[config.mk]
export PLATFORM = sky130hd
export DESIGN_NAME = wr_capture_filter
export DESIGN_NICKNAME = d
export VERILOG_FILES = /design/src/rtl/wcf_pkg.sv /design/src/rtl/wcf_sync2.sv /design/src/rtl/wcf_tracker.sv /design/src/rtl/wr_capture_filter.sv
export SDC_FILE = /design/constraint.sdc
export NUM_CORES = 1
export LEC_CHECK = 0
export BUFFER_PORTS_ARGS = -buffer_cell sky130_fd_sc_hd__buf_2
export CAP_MARGIN = 10
export CORE_ASPECT_RATIO = 0.75
export CORE_MARGIN = 4
export CORE_UTILIZATION = 45
export CTS_CLUSTER_SIZE = 25
export DETAILED_ROUTE_END_ITERATION = 6
export GPL_ROUTABILITY_DRIVEN = 0
export HOLD_SLACK_MARGIN = 0.06
export PLACE_DENSITY_LB_ADDON = 0.25
export SETUP_SLACK_MARGIN = 0.4
export SLEW_MARGIN = 40
export SYNTH_ARGS = -nofsm -noshare
export SYNTH_HDL_FRONTEND = slang
export SYNTH_SLANG_ARGS = --single-unit
[constraint.sdc]
create_clock -name clk -period 1.55 [get_ports clk]
set_input_delay 0 -clock clk [delete_from_list [all_inputs] [get_ports clk]]
set_output_delay 0 -clock clk [all_outputs]
set_load 0.02 [all_outputs]
[src/rtl/wcf_pkg.sv]
package wcf_pkg;
  typedef enum logic {
    WCF_IDLE = 1'b0,
    WCF_OPEN = 1'b1
  } wcf_state_e;
endpackage

[src/rtl/wcf_sync2.sv]
// Two-stage retiming register for asynchronous inputs.
module wcf_sync2 #(
  parameter int          W       = 1,
  parameter logic [W-1:0] RST_VAL = '0
) (
  input  logic         clk,
  input  logic         rst_n,
  input  logic [W-1:0] d,
  output logic [W-1:0] q
);
  logic [W-1:0] stg1_q;
  logic [W-1:0] stg2_q;

  always_ff @(posedge clk or negedge rst_n) begin
    if (!rst_n) begin
      stg1_q <= RST_VAL;
      stg2_q <= RST_VAL;
    end else begin
      stg1_q <= d;
      stg2_q <= stg1_q;
    end
  end

  assign q = stg2_q;
endmodule

[src/rtl/wcf_tracker.sv]
// Tracks one write window: open edge, length count, inhibit abort, close.
module wcf_tracker
  import wcf_pkg::*;
#(
  parameter int MIN_LOW = 4,
  parameter int CW      = 3
) (
  input  logic          clk,
  input  logic          rst_n,
  input  logic          window,
  input  logic          inhibit,
  output logic          start,
  output logic          accept,
  output logic          open,
  output logic          abort,
  output logic [CW-1:0] cnt
);
  localparam logic [CW-1:0] LIMIT = CW'(MIN_LOW);
  localparam logic [CW-1:0] ONE   = CW'(1);

  wcf_state_e    state_q, state_d;
  logic [CW-1:0] cnt_q, cnt_d;
  logic          abort_q, abort_d;
  logic          win_q;

  always_comb begin
    state_d = state_q;
    cnt_d   = cnt_q;
    abort_d = abort_q;
    start   = 1'b0;
    accept  = 1'b0;
    case (state_q)
      WCF_IDLE: begin
        if (window && !win_q && !inhibit) begin
          state_d = WCF_OPEN;
          cnt_d   = ONE;
          abort_d = 1'b0;
          start   = 1'b1;
        end
      end
      WCF_OPEN: begin
        if (window) begin
          if (cnt_q < LIMIT) cnt_d = cnt_q + ONE;
          if (inhibit) abort_d = 1'b1;
        end else begin
          state_d = WCF_IDLE;
          accept  = !abort_q && (cnt_q >= LIMIT);
        end
      end
      default: state_d = WCF_IDLE;
    endcase
  end

  always_ff @(posedge clk or negedge rst_n) begin
    if (!rst_n) begin
      state_q <= WCF_IDLE;
      cnt_q   <= '0;
      abort_q <= 1'b0;
      win_q   <= 1'b0;
    end else begin
      state_q <= state_d;
      cnt_q   <= cnt_d;
      abort_q <= abort_d;
      win_q   <= window;
    end
  end

  assign open  = (state_q == WCF_OPEN);
  assign abort = abort_q;
  assign cnt   = cnt_q;
endmodule

[src/rtl/wr_capture_filter.sv]
// Turns asynchronous write strobes into one-cycle clocked write events.
module wr_capture_filter #(
  parameter int AW      = 16,
  parameter int DW      = 8,
  parameter int MIN_LOW = 4
) (
  input  logic          clk,
  input  logic          rst_n,
  input  logic          cs_n_in,
  input  logic          wstb_n_in,
  input  logic          rstb_n_in,
  input  logic          supply_low,
  input  logic [AW-1:0] addr_in,
  input  logic [DW-1:0] data_in,
  output logic          wr_valid,
  output logic [AW-1:0] wr_addr,
  output logic [DW-1:0] wr_data
);
  localparam int CNT_W = $clog2(MIN_LOW + 1);
  localparam int NCTL  = 4;

  logic [NCTL-1:0] ctl_raw, ctl_s;
  logic [AW-1:0]   addr_s;
  logic [DW-1:0]   data_s;
  logic            cs_n_s, wstb_n_s, rstb_n_s, low_s;
  logic            window, inhibit;
  logic            trk_start, trk_accept, trk_open, trk_abort;
  logic [CNT_W-1:0] trk_cnt;

  logic          valid_q, valid_d;
  logic [AW-1:0] addr_q, addr_d;
  logic [DW-1:0] data_q, data_d;

  assign ctl_raw = {supply_low, rstb_n_in, wstb_n_in, cs_n_in};

  wcf_sync2 #(.W(NCTL), .RST_VAL(4'b0111)) u_sync_ctl (
    .clk(clk), .rst_n(rst_n), .d(ctl_raw), .q(ctl_s)
  );
  wcf_sync2 #(.W(AW), .RST_VAL('0)) u_sync_addr (
    .clk(clk), .rst_n(rst_n), .d(addr_in), .q(addr_s)
  );
  wcf_sync2 #(.W(DW), .RST_VAL('0)) u_sync_data (
    .clk(clk), .rst_n(rst_n), .d(data_in), .q(data_s)
  );

  assign cs_n_s   = ctl_s[0];
  assign wstb_n_s = ctl_s[1];
  assign rstb_n_s = ctl_s[2];
  assign low_s    = ctl_s[3];

  assign window  = !cs_n_s && !wstb_n_s;
  assign inhibit = !rstb_n_s || low_s;

  wcf_tracker #(.MIN_LOW(MIN_LOW), .CW(CNT_W)) u_trk (
    .clk(clk), .rst_n(rst_n), .window(window), .inhibit(inhibit),
    .start(trk_start), .accept(trk_accept), .open(trk_open),
    .abort(trk_abort), .cnt(trk_cnt)
  );

  always_comb begin
    valid_d = trk_accept;
    addr_d  = trk_start  ? addr_s : addr_q;
    data_d  = trk_accept ? data_s : data_q;
  end

  always_ff @(posedge clk or negedge rst_n) begin
    if (!rst_n) begin
      valid_q <= 1'b0;
      addr_q  <= '0;
      data_q  <= '0;
    end else begin
      valid_q <= valid_d;
      addr_q  <= addr_d;
      data_q  <= data_d;
    end
  end

  assign wr_valid = valid_q;
  assign wr_addr  = addr_q;
  assign wr_data  = data_q;
endmodule

==> results of run 1 <==
cell usage after synthesis, types with 2 or more instances:
master	n	area, µm²
dfrtp_1	81	2030
mux2_2	24	270
dfstp_2	6	158
a31oi_1	3	18.8
a21oi_1	2	10.0
inv_1	2	7.51
cell usage in the layout, fill, tap and decap left out, drive strengths merged:
cell type	count
inv	3
bufinv	2
nand3	2
mux2	24
dlygate4sd3	30
or4b	1
a21o	1
a21oi	2
ha	1
clkbuf	13
a31oi	3
and2	1
nor2	1
buf	69
o21ai	1
o22ai	1
dfrtp	81
o21a	1
nand2b	1
nor3b	1
nor4	1
dfstp	6
a2bb2oi	1
clkinv	1
cells by family after synthesis:
| group | after synthesis |
|---|---|
| and+or+nand+nor | 7 |
| buffers and inverters | 4 |
| muxes | 24 |
| AOI/OAI and AO/OA | 10 |
| DFF | 87 |
| adders and majority gates | 1 |
path summary, 6_finish.rpt:
| check | depth (start not counted) | from | endpoint | slack (ns) |
|---|---|---|---|---|
| worst max-delay path | 4 | u_sync_ctl.q[2]$_DFF_PN1_ | wr_addr[10]$_DFFE_PN0P_ | 0.10 |
| max in group asynchronous | 3 | rst_n | u_sync_data.q[1]$_DFF_PN0_ | 0.81 |
| min in group clk | 2 | addr_in[5] | u_sync_addr.stg1_q[5]$_DFF_PN0_ | 0.30 |
| worst max register to register | 4 | u_sync_ctl.q[2]$_DFF_PN1_ | wr_addr[10]$_DFFE_PN0P_ | 0.10 |
| worst min-delay path | 3 | rst_n | u_sync_addr.stg1_q[11]$_DFF_PN0_ | 0.21 |
| worst min register to register | 0 | u_sync_data.stg1_q[2]$_DFF_PN0_ | u_sync_data.q[2]$_DFF_PN0_ | 0.35 |
layout make-up:
cell class              instances  area [µm²]  area share
flip-flops and latches         87        2180       0.587
repair buffers                 99         713       0.192
multi-input cells              43         493       0.132
clock buffers                  13         159      0.0427
well taps                      75        93.8      0.0252
clock inverters                 3        65.1      0.0175
inverters                       3        13.8     0.00370
worst reg2reg max path, stage by stage, from the launching register on:
cell and delay, ns:
dfstp_2 0.53, nor3b_4 0.18, buf_6 0.15, nand3_4 0.15
mux2_4 0.33
where the power goes:
part           switching [µW]  total [µW]  internal, µW
combinational             293         562           269
clock                     700        1700           995
sequential               95.1        2560          2470
through the flow:
stage          utilization  setup slack, ns  total power [µW]
2_1_floorplan            -           0.0831              2850
3_3_place_gp         0.555           0.0874              3070
3_5_place_dp         0.555           0.0427              3090
4_1_cts              0.670           0.0402              4870
5_1_grt              0.677           0.0233              5050
6_report             0.677            0.102              4820
what timing repair did:
action | 4_1_cts | 5_1_grt
buffers inserted | 7 | 3
resized for setup | 11 | 4
cloned | 2 | 0
hold buffers | 30 | 0
pin swaps | 4 | 0
endpoints found under the setup margin | 28 | 30
hold endpoints to repair | 115 | 0
sequential cells by signal, summed over array words and instances, names as in the netlist:
| register | count |
|---|---|
| wr_addr | 16 |
| u_trk.abort | 1 |
| u_sync_data.q | 8 |
| u_trk.win_q | 1 |
| wr_data | 8 |
| u_trk.cnt | 3 |
| u_trk.open | 1 |
| u_sync_addr.q | 16 |
| u_sync_data.stg1_q | 8 |
| wr_valid | 1 |
| u_sync_addr.stg1_q | 16 |
| u_sync_ctl.stg1_q | 4 |
| u_sync_ctl.q | 4 |
per-layer routing:
| layer | track usage | part of all wire | vias up |
|---|---|---|---|
| met4 | 0.0521 | 0.013 | 0 |
| met3 | 0.0566 | 0.045 | 5 |
| met2 | 0.256 | 0.54 | 29 |
| met5 | 0 | 0 | - |
| li1 | - | - | 676 |
| met1 | 0.168 | 0.40 | 730 |
==> metrics.yaml, run 1 <==
global_routing:
  grt_pass1_wl_um: 7700
  antenna_found_initial: 0
  grtUsageTotal: 0.147
  grt_max_degree: 57
  grt.overflow.total: 0
  grt_pass1_vias: 1615
final_layout:
  final_area_um2: 3720
  fillers: 385
  drive_gt1_frac: 0.492
  n_antenna_cell: 0
  area_delta_synth_final_pct: 41.8
  fin_nets: 274
  final_cells: 323
setup_path:
  cp-end-kind: "flop"
  crit_chain: "nor3b_4 -> buf_6 -> nand3_4 -> mux2_4"
  crit_buf_inv: 1
  cp.arrival_ns: 1.67
  cp_slowest_stage_delay_ns: 0.53
  cp-start-kind: "flop"
  cpLargestDelayFamily: "flip-flops"
  cp_max_fo: 8
  worstPathRequired_ns: 1.77
  critical_path.slowest_cell: "dfstp_2"
  worstSetupPathType: "flop to flop"
power_and_ir_drop:
  ir_drop_uv: 866
  power_density_nw_per_um2: 1290
  p_leak_uw: 0.00178
clock_network:
  path_clk_slew_ns: 0.07
  numCtsBuffers: 9
  cts_buffer_depth: 2
  cts-root-buf: "clkbuf_8"
  cts.sinks: 87
  h-tree-depth: 3
  insertion_delay_ns: 0.33
  cts_tree: "done"
floorplan:
  dieArea_um2: 7130
  die_w_um: 96.2
  row_count: 23
  core_area_um2: 5500
  start_util: 0.478
  die_y_um: 74.1
  io_pins: 55
route:
  vias: 1440
  viasPerCell: 4.46
  drt-initial-drc-count: 48
  ant_nets: 0
  wl_um: 4530
  drc: 0
  wire_per_inst_um: 14.0
  first_pass_iters: 4
placed_design:
  dp_hpwl_um: 2720
  postPlaceCellArea_um2: 3050
  port_buffers: 54
  dp_cells: 265
yosys:
  synthArstFlopShare: 1.00
  synth_compound_area_frac: 0.0243
  postSynthCellCount: 133
  ys_warn_count: 0
  ys_ff_latch: 87
  synth_cell_types: 21
  synth-seq-area-share: 0.832
  syn-cell-area_um2: 2630
  synth_adder_area_share: 0.00477
  yosys-mux-area-fraction: 0.103
  syn_nets: 164
  ys.flop_type: "dfrtp_1"
  synth_edf_count: 0
  synth-xor-area-share: 0
  synth_top_family_by_area: "multiplexers"
  synth_simple_gate_area_frac: 0.0296
  syn_area_per_cell_um2: 19.7
timing:
  finalHoldViolCount: 0
  slew_headroom: 0.773
  hold_slack_ns: 0.206
  rsz0062_at_grt: "true"
  finalCritPeriodShare: 0.934
  fin_skew_ns: 0.00393
  final_max_slew_viol_count: 0
  tightest_slew_ns: 0.341
  finalSetupViolCount: 0
  min_period_ns: 1.45
  fmax_mhz: 691
  fin_tns_setup_ns: 0
worst_hold_path:
  min_path_type: "input pin to async pin"
run_status:
  status: "finished, final reports clean"
flow_run:
  drv_cap: 0
No activity file was read; power rests on OpenSTA's default activity.
==> inputs of run 2 (changes only) <==
--- a/config.mk
+++ b/config.mk
@@ -5,11 +5,13 @@
 export SDC_FILE = /design/constraint.sdc
 export NUM_CORES = 1
 export LEC_CHECK = 0
+export ABC_AREA = 1
 export BUFFER_PORTS_ARGS = -buffer_cell sky130_fd_sc_hd__buf_2
 export CAP_MARGIN = 10
 export CORE_ASPECT_RATIO = 0.75
 export CORE_MARGIN = 4
 export CORE_UTILIZATION = 45
+export CTS_CLUSTER_DIAMETER = 80
 export CTS_CLUSTER_SIZE = 25
 export DETAILED_ROUTE_END_ITERATION = 6
 export GPL_ROUTABILITY_DRIVEN = 0
==> constraint.sdc (replaced) <==
create_clock -name clk -period 1.5 [get_ports clk]
set_input_delay 0 -clock clk [delete_from_list [all_inputs] [get_ports clk]]
set_output_delay 0 -clock clk [all_outputs]
set_load 0.02 [all_outputs]
==> run 2 against run 1 <==
Net effect: register-to-register slack improved by 0.17 ns; routed wire length increased by 6.0%; critical path depth increased by 2; die area increased by 0.95%; global-route usage increased by 0.85 points; design area decreased by 0.97%; non-clock buffer count decreased by 8; final cell count increased by 17%; highest routed layer unchanged; sequential power increased by 3%; utilization decreased by 1.0 points; count of clock-buffer cells in the layout decreased by 3.
==> metrics.yaml, run 2 <==
timing:
  final_max_slew_viol_count: 0  # unchanged
  slew_headroom: 0.682  # was 0.773
  finalCritPeriodShare: 0.817  # was 0.934
  fin_tns_setup_ns: 0  # unchanged
  tightest_slew_ns: 0.478  # was 0.341 ns
  fin_skew_ns: 0.00872  # was 0.00393 ns
  worst_slack_ns: 0.274  # was 0.102 ns
  finalSetupViolCount: 0  # unchanged
  hold_slack_ns: 0.177  # was 0.206 ns
  rsz0062_at_grt: "true"  # unchanged
  min_period_ns: 1.23  # was 1.45 ns
  fmax_mhz: 816  # was 691 MHz
  finalHoldViolCount: 0  # unchanged
route:
  drt-initial-drc-count: 88  # was 48
  first_pass_iters: 4  # unchanged
  wire_per_inst_um: 12.7  # was 14.0 µm
  vias: 1640  # was 1440
  wl_um: 4800  # was 4530 µm
  viasPerCell: 4.34  # was 4.46
  ant_nets: 0  # unchanged
  drc: 0  # unchanged
yosys:
  syn-cell-area_um2: 2650  # was 2630 µm²
  synth_cell_types: 16  # was 21
  ys_warn_count: 0  # unchanged
  yosysTopAreaCellShare: 0.764  # was 0.772
  syn_nets: 227  # was 164
  synth_edf_count: 0  # unchanged
  yosys-top-cells-count: "85 x nand2_1, 81 x dfrtp_1, 6 x dfstp_2, 6 x inv_1, 4 x nand3_1"  # was 81 x dfrtp_1, 24 x mux2_2, 6 x dfstp_2
  syn_area_per_cell_um2: 13.5  # was 19.7 µm²
  postSynthCellCount: 196  # was 133
  synth_area_leaders: "dfrtp_1 76%, nand2_1 12%, dfstp_2 5.9%, inv_1 0.85%, nand4_4 0.80%"  # was dfrtp_1 77%, mux2_2 10%, dfstp_2 6.0%, nor4_4 0.81%, a31oi_1 0.71%
  synth_largest_area_cell: "dfrtp_1"  # unchanged
  synth.most_common_cell: "nand2_1"  # was dfrtp_1
  synth-seq-area-share: 0.824  # was 0.832
  ys.flop_type: "dfrtp_1"  # unchanged
  ys_ff_latch: 87  # unchanged
  synthArstFlopShare: 1.00  # unchanged
clock_network:
  cts_tree: "done"  # unchanged
  path_clk_slew_ns: 0.08  # was 0.07 ns
  h-tree-depth: 3  # unchanged
  cts.sinks: 87  # unchanged
  insertion_delay_ns: 0.34  # was 0.33 ns
  cts-root-buf: "clkbuf_8"  # unchanged
  cts_buffer_depth: 2  # unchanged
  numCtsBuffers: 9  # unchanged
final_layout:
  final_cell_mix: "81 x dfrtp_1, 67 x nand2_1, 53 x buf_2"  # was 81 x dfrtp_1, 53 x buf_2, 30 x dlygate4sd3_1
  drive_gt1_frac: 0.363  # was 0.492
  fin_nets: 329  # was 274
  n_antenna_cell: 0  # unchanged
  final_cells: 378  # was 323
  final_common_cell: "dfrtp_1"  # unchanged
  area_delta_synth_final_pct: 39.0  # was 41.8%
power_and_ir_drop:
  internal-power_uw: 3590  # was 3730 µW
  power_frac_comb: 0.107  # was 0.117
  ir_drop_uv: 1220  # was 866 µV
  clkPwrFrac: 0.347  # was 0.352
  p_leak_uw: 0.00191  # was 0.00178 µW
  swShare: 0.254  # was 0.226
  power_density_nw_per_um2: 1310  # was 1290 nW/µm²
  sequentialPowerShare: 0.546  # was 0.532
  p_sw_uw: 1220  # was 1090 µW
setup_path:
  reg2reg_slack_ns: 0.27  # was 0.10 ns
  worstPathRequired_ns: 1.73  # was 1.77 ns
  worstSetupPathType: "flop to flop"  # unchanged
  cp-start-kind: "flop"  # unchanged
  cp_max_fo: 8  # unchanged
  reg2reg_from: "u_sync_ctl.q[2]$_DFF_PN1_"  # unchanged
  worstSetupStartpoint: "u_sync_ctl.q[2]$_DFF_PN1_"  # unchanged
  cp-end-kind: "flop"  # unchanged
  cp.arrival_ns: 1.46  # was 1.67 ns
  r2r_end: "wr_addr[0]$_DFFE_PN0P_"  # was wr_addr[10]$_DFFE_PN0P_
  r2r_cells: 6  # was 4
  crit_end: "wr_addr[0]$_DFFE_PN0P_"  # was wr_addr[10]$_DFFE_PN0P_
global_routing:
  antenna_found_initial: 0  # unchanged
  grt_pass1_vias: 1748  # was 1615
  grt_max_degree: 48  # was 57
  grt.overflow.total: 0  # unchanged
  grtUsageTotal: 0.156  # was 0.147
  grt_pass1_wl_um: 8630  # was 7700 µm
floorplan:
  row_count: 23  # unchanged
  die_y_um: 74.5  # was 74.1 µm
  die_w_um: 96.7  # was 96.2 µm
  core_area_um2: 5530  # was 5500 µm²
  start_util: 0.480  # was 0.478
  io_pins: 55  # unchanged
  dieArea_um2: 7200  # was 7130 µm²
worst_hold_path:
  min_path_type: "input pin to async pin"  # unchanged
placed_design:
  dp_hpwl_um: 2730  # was 2720 µm
  preCtsSetupSlack_ns: 0.152  # was 0.0427 ns
  port_buffers: 54  # unchanged
  dp_cells: 327  # was 265
flow_run:
  drv_cap: 0  # unchanged
run_status:
  status: "finished, final reports clean"  # unchanged
## run 2: changes by cell type in the layout (fill, tap and decap cells not counted), sizes merged, moves of 3 or more
cell / before / now
nand3: 2 / 6
mux2: 24 / 0
inv: 3 / 11
buf: 69 / 60
nor2: 1 / 5
clkbuf: 13 / 10
a31oi: 3 / 0
nand2: 0 / 85
## run 2: power groups by stage
stage          registers [µW]  clock network, µW  logic [µW]
6_report                 2630               1670         513
5_1_grt                  2650               1850         571
4_1_cts                  2630               1740         522
3_5_place_dp             2660                  0         434
3_3_place_gp             2660                  0         421
2_1_floorplan            2760                  0         108
## run 2: cell families after synthesis
group,after synthesis,synth area share
AOI/OAI and AO/OA,1,0.00188
adders and majority gates,1,0.00472
buffers and inverters,10,0.0175
DFF,87,0.824
and+or+nand+nor,97,0.152
## run 2: worst min-delay path by stage
stage | slack [ns] | from | end
2_1_floorplan | -0.30 | rst_n | u_sync_addr.q[0]$_DFF_PN0_
6_report | 0.18 | rst_n | u_sync_ctl.q[2]$_DFF_PN1_
4_1_cts | 0.16 | rst_n | u_sync_ctl.q[2]$_DFF_PN1_
3_5_place_dp | -0.1 | rst_n | u_sync_ctl.q[3]$_DFF_PN0_
3_3_place_gp | -0.10 | rst_n | u_sync_ctl.q[3]$_DFF_PN0_
5_1_grt | 0.18 | rst_n | u_sync_ctl.q[2]$_DFF_PN1_
## run 2: layout make-up
| type | count | area, µm² |
|---|---|---|
| clock inverters | 6 | 76.3 |
| inverters | 8 | 37.5 |
| repair inverters | 1 | 6.26 |
| flip-flops and latches | 87 | 2180 |
| repair buffers | 91 | 653 |
| well taps | 75 | 93.8 |
| fillers | 440 | 1840 |
| clock buffers | 10 | 138 |
| multi-input cells | 100 | 497 |
## run 2: stage by stage
step                       util  area, µm²  total power (µW)
after floorplan               -       2670              2870
after global placement    0.553       3060              3080
after global routing      0.667       3690              5070
final                     0.667       3690              4810
after detailed placement  0.553       3060              3090
after CTS                 0.663       3670              4890
## run 2: critical path: stages, from the launching register on
cell,delay [ns]
dfstp_2,0.53
inv_2,0.04
nor2_4,0.12
nand4_4,0.13
buf_6,0.18
nand2_1,0.06
nand2_1,0.06
## run 2: metal layers
| layer | GRT usage | vias to the layer above | routed length, µm |
|---|---|---|---|
| met5 | 0 | - | 0 |
| met4 | 0.0514 | 0 | 40 |
| met3 | 0.0525 | 6 | 253 |
| met2 | 0.268 | 38 | 2510 |
| met1 | 0.190 | 790 | 2000 |
| li1 | - | 806 | - |
## run 2: what timing repair did
item / CTS / global route
resized for setup: 19 / 9
pin swaps: 4 / 3
hold endpoints to repair: 110 / 0
hold buffers: 31 / 0
endpoints found under the setup margin: 28 / 47
gates cloned: 2 / 0
setup buffers: 2 / 0
==> inputs of run 3 (changes only) <==
==> constraint.sdc (replaced) <==
create_clock -name clk -period 1.1 [get_ports clk]
set_input_delay 0 -clock clk [delete_from_list [all_inputs] [get_ports clk]]
set_output_delay 0 -clock clk [all_outputs]
set_load 0.02 [all_outputs]
==> run 3 against run 2 <==
Net effect: the run now ends with negative setup slack left; utilization is 3.6 points higher; critical path depth is 2 higher; largest power group unchanged; critical endpoint is now u_trk.cnt[1]$_DFFE_PN0P_; count of clock-buffer cells in the layout is 1 higher; first-iteration DRC count is 41% lower; design area is 5.4% higher; highest routed layer unchanged; via count is 1.1% lower.
==> metrics.yaml, run 3 (synthesized netlist as in run 2, its figures left out) <==
run_status:
  status: "complete, but fails checks"  # was finished, final reports clean
  violations: "negative setup slack"
route:
  first_pass_iters: 4  # unchanged
  ant_nets: 0  # unchanged
  viasPerCell: 4.20  # was 4.34
  wire_per_inst_um: 11.8  # was 12.7 µm
  vias: 1622  # was 1640
  drc: 0  # unchanged
  drt-initial-drc-count: 52  # was 88
  wl_um: 4540  # was 4800 µm
setup_path:
  critical_path.slowest_cell: "dfstp_2"  # unchanged
  cp.arrival_ns: 1.48  # was 1.46 ns
  worstSetupStartpoint: "u_sync_ctl.q[2]$_DFF_PN1_"  # unchanged
  cp_slowest_stage_delay_ns: 0.53  # about the same
  crit_chain: "inv_2 -> nor2_4 -> buf_4 -> nand3_2 -> nand2_4 -> nand2_4 -> nand2_1 -> nand2_1"  # was inv_2 -> nor2_4 -> nand4_4 -> buf_6 -> nand2_1 -> nand2_1
  worstSetupPathType: "flop to flop"  # unchanged
  cp-start-kind: "flop"  # unchanged
  cp_max_fo: 5  # was 8
  cp-end-kind: "flop"  # unchanged
  reg2reg_from: "u_sync_ctl.q[2]$_DFF_PN1_"  # unchanged
  worstPathRequired_ns: 1.33  # was 1.73 ns
final_layout:
  fin_nets: 337  # was 329
  area_delta_synth_final_pct: 46.5  # was 39.0%
  drive_gt1_frac: 0.360  # was 0.363
  final_cell_mix: "81 x dfrtp_1, 75 x nand2_1, 29 x dlygate4sd3_1"  # was 81 x dfrtp_1, 67 x nand2_1, 53 x buf_2
  final_area_um2: 3890  # was 3690 µm²
  n_antenna_cell: 0  # unchanged
  final_common_cell: "dfrtp_1"  # unchanged
floorplan:
  start_util: 0.480  # unchanged
  dieArea_um2: 7200  # unchanged
  die_w_um: 96.7  # unchanged
  core_area_um2: 5530  # unchanged
  die_y_um: 74.5  # unchanged
  io_pins: 55  # unchanged
  row_count: 23  # unchanged
placed_design:
  port_buffers: 54  # unchanged
  dp_hpwl_um: 2760  # was 2730 µm
  postPlaceCellArea_um2: 3100  # was 3060 µm²
global_routing:
  antenna_found_initial: 0  # unchanged
  grt_max_degree: 36  # was 48
  grt_pass1_vias: 1624  # was 1748
  grt.overflow.total: 0  # unchanged
  grt_pass1_wl_um: 7700  # was 8630 µm
  grtUsageTotal: 0.143  # was 0.156
clock_network:
  cts_tree: "done"  # unchanged
  numCtsBuffers: 9  # unchanged
  path_clk_slew_ns: 0.08  # about the same
  insertion_delay_ns: 0.34  # about the same
  h-tree-depth: 3  # unchanged
  cts_buffer_depth: 2  # unchanged
  cts.sinks: 87  # unchanged
  cts-root-buf: "clkbuf_8"  # unchanged
timing:
  fmax_mhz: 800  # was 816 MHz
  tightest_slew_ns: 0.297  # was 0.478 ns
  hold_slack_ns: 0.0853  # was 0.177 ns
  slew_headroom: 0.802  # was 0.682
  finalHoldViolCount: 0  # unchanged
  min_period_ns: 1.25  # was 1.23 ns
  rsz0062_at_grt: "true"  # unchanged
  worst_slack_ns: -0.150  # was 0.274 ns
  fin_skew_ns: 0.00825  # was 0.00872 ns
  finalCritPeriodShare: 1.14  # was 0.817
  final_max_slew_viol_count: 0  # unchanged
  finalSetupViolCount: 27  # was 0
flow_run:
  drv_cap: 0  # unchanged
power_and_ir_drop:
  p_leak_uw: 0.00197  # was 0.00191 µW
  power_density_nw_per_um2: 1710  # was 1310 nW/µm²
  ir_drop_uv: 1440  # was 1220 µV
worst_hold_path:
  min_path_type: "input pin to async pin"  # unchanged
## run 3: cell types whose count changed in the layout (fill, tap and decap cells not counted), moves of 3 or more
cell,delta
nand2_4,+3
buf_2,-25
clkinv_4,-3
buf_6,+25
buf_4,+10
clkinvlp_4,+3
nand2_1,+8
nand2_2,-11
## run 3: final cells by class
type                       count  area (µm²)
multi-input combinational     99         474
inverter                       8        35.0
clock inverter                 5        57.6
sequential                    87        2180
timing repair buffer         101         900
tap                           75        93.8
fill                         416        1640
clock buffer                  11         141
## run 3: final timing paths
path | cells past startpoint | endpoint | slack (ns)
setup reg to reg | 8 | u_trk.cnt[1]$_DFFE_PN0P_ | -0.15
min in group clk | 2 | u_sync_ctl.stg1_q[3]$_DFF_PN0_ | 0.29
setup / recovery | 8 | u_trk.cnt[1]$_DFFE_PN0P_ | -0.15
hold / removal | 2 | u_trk.cnt[2]$_DFFE_PN0P_ | 0.09
hold reg to reg | 0 | u_sync_data.q[1]$_DFF_PN0_ | 0.35
max in group asynchronous | 3 | wr_data[6]$_DFFE_PN0P_ | 0.54
## run 3: power by group
part	internal [µW]	switching [µW]	leakage (µW)
clock	1110	1020	0.0000916
combinational	491	420	0.000822
sequential	3450	155	0.00105
total	5050	1590	0.00197
## run 3: critical path: cells and delay by family (launching register included)
family,cells,cell delay [ns]
flops,1,0.53
buf+inv,2,0.17
simple gates,6,0.44
## run 3: metal layers
metal	GRT usage	vias up	wire, µm
li1	-	818	-
met4	0.0467	0	36
met2	0.234	40	2380
met1	0.169	760	1850
met3	0.0712	4	270
met5	0	-	0
## run 3: repair_timing
action / in CTS / in global routing
hold endpoints to repair: 115 / 0
setup endpoints to repair: 56 / 56
setup buffers: 5 / 6
gates resized for setup: 49 / 19
pin swaps: 1 / 2
hold buffers: 29 / 0
## run 3: per-stage QoR
step / setup WS (ns) / std cells / setup TNS (ns) / power (µW) / utilization
finish: -0.150 / 386 / -3.23 / 6640 / 0.703
global route: -0.226 / 386 / -5.30 / 7000 / 0.703
CTS: -0.158 / 380 / -3.68 / 6670 / 0.685
detailed placement: -0.162 / 330 / -3.74 / 4240 / 0.562
global placement: -0.120 / 330 / -2.96 / 4220 / 0.562
floorplan: -0.0792 / 196 / -1.15 / 3910 / -
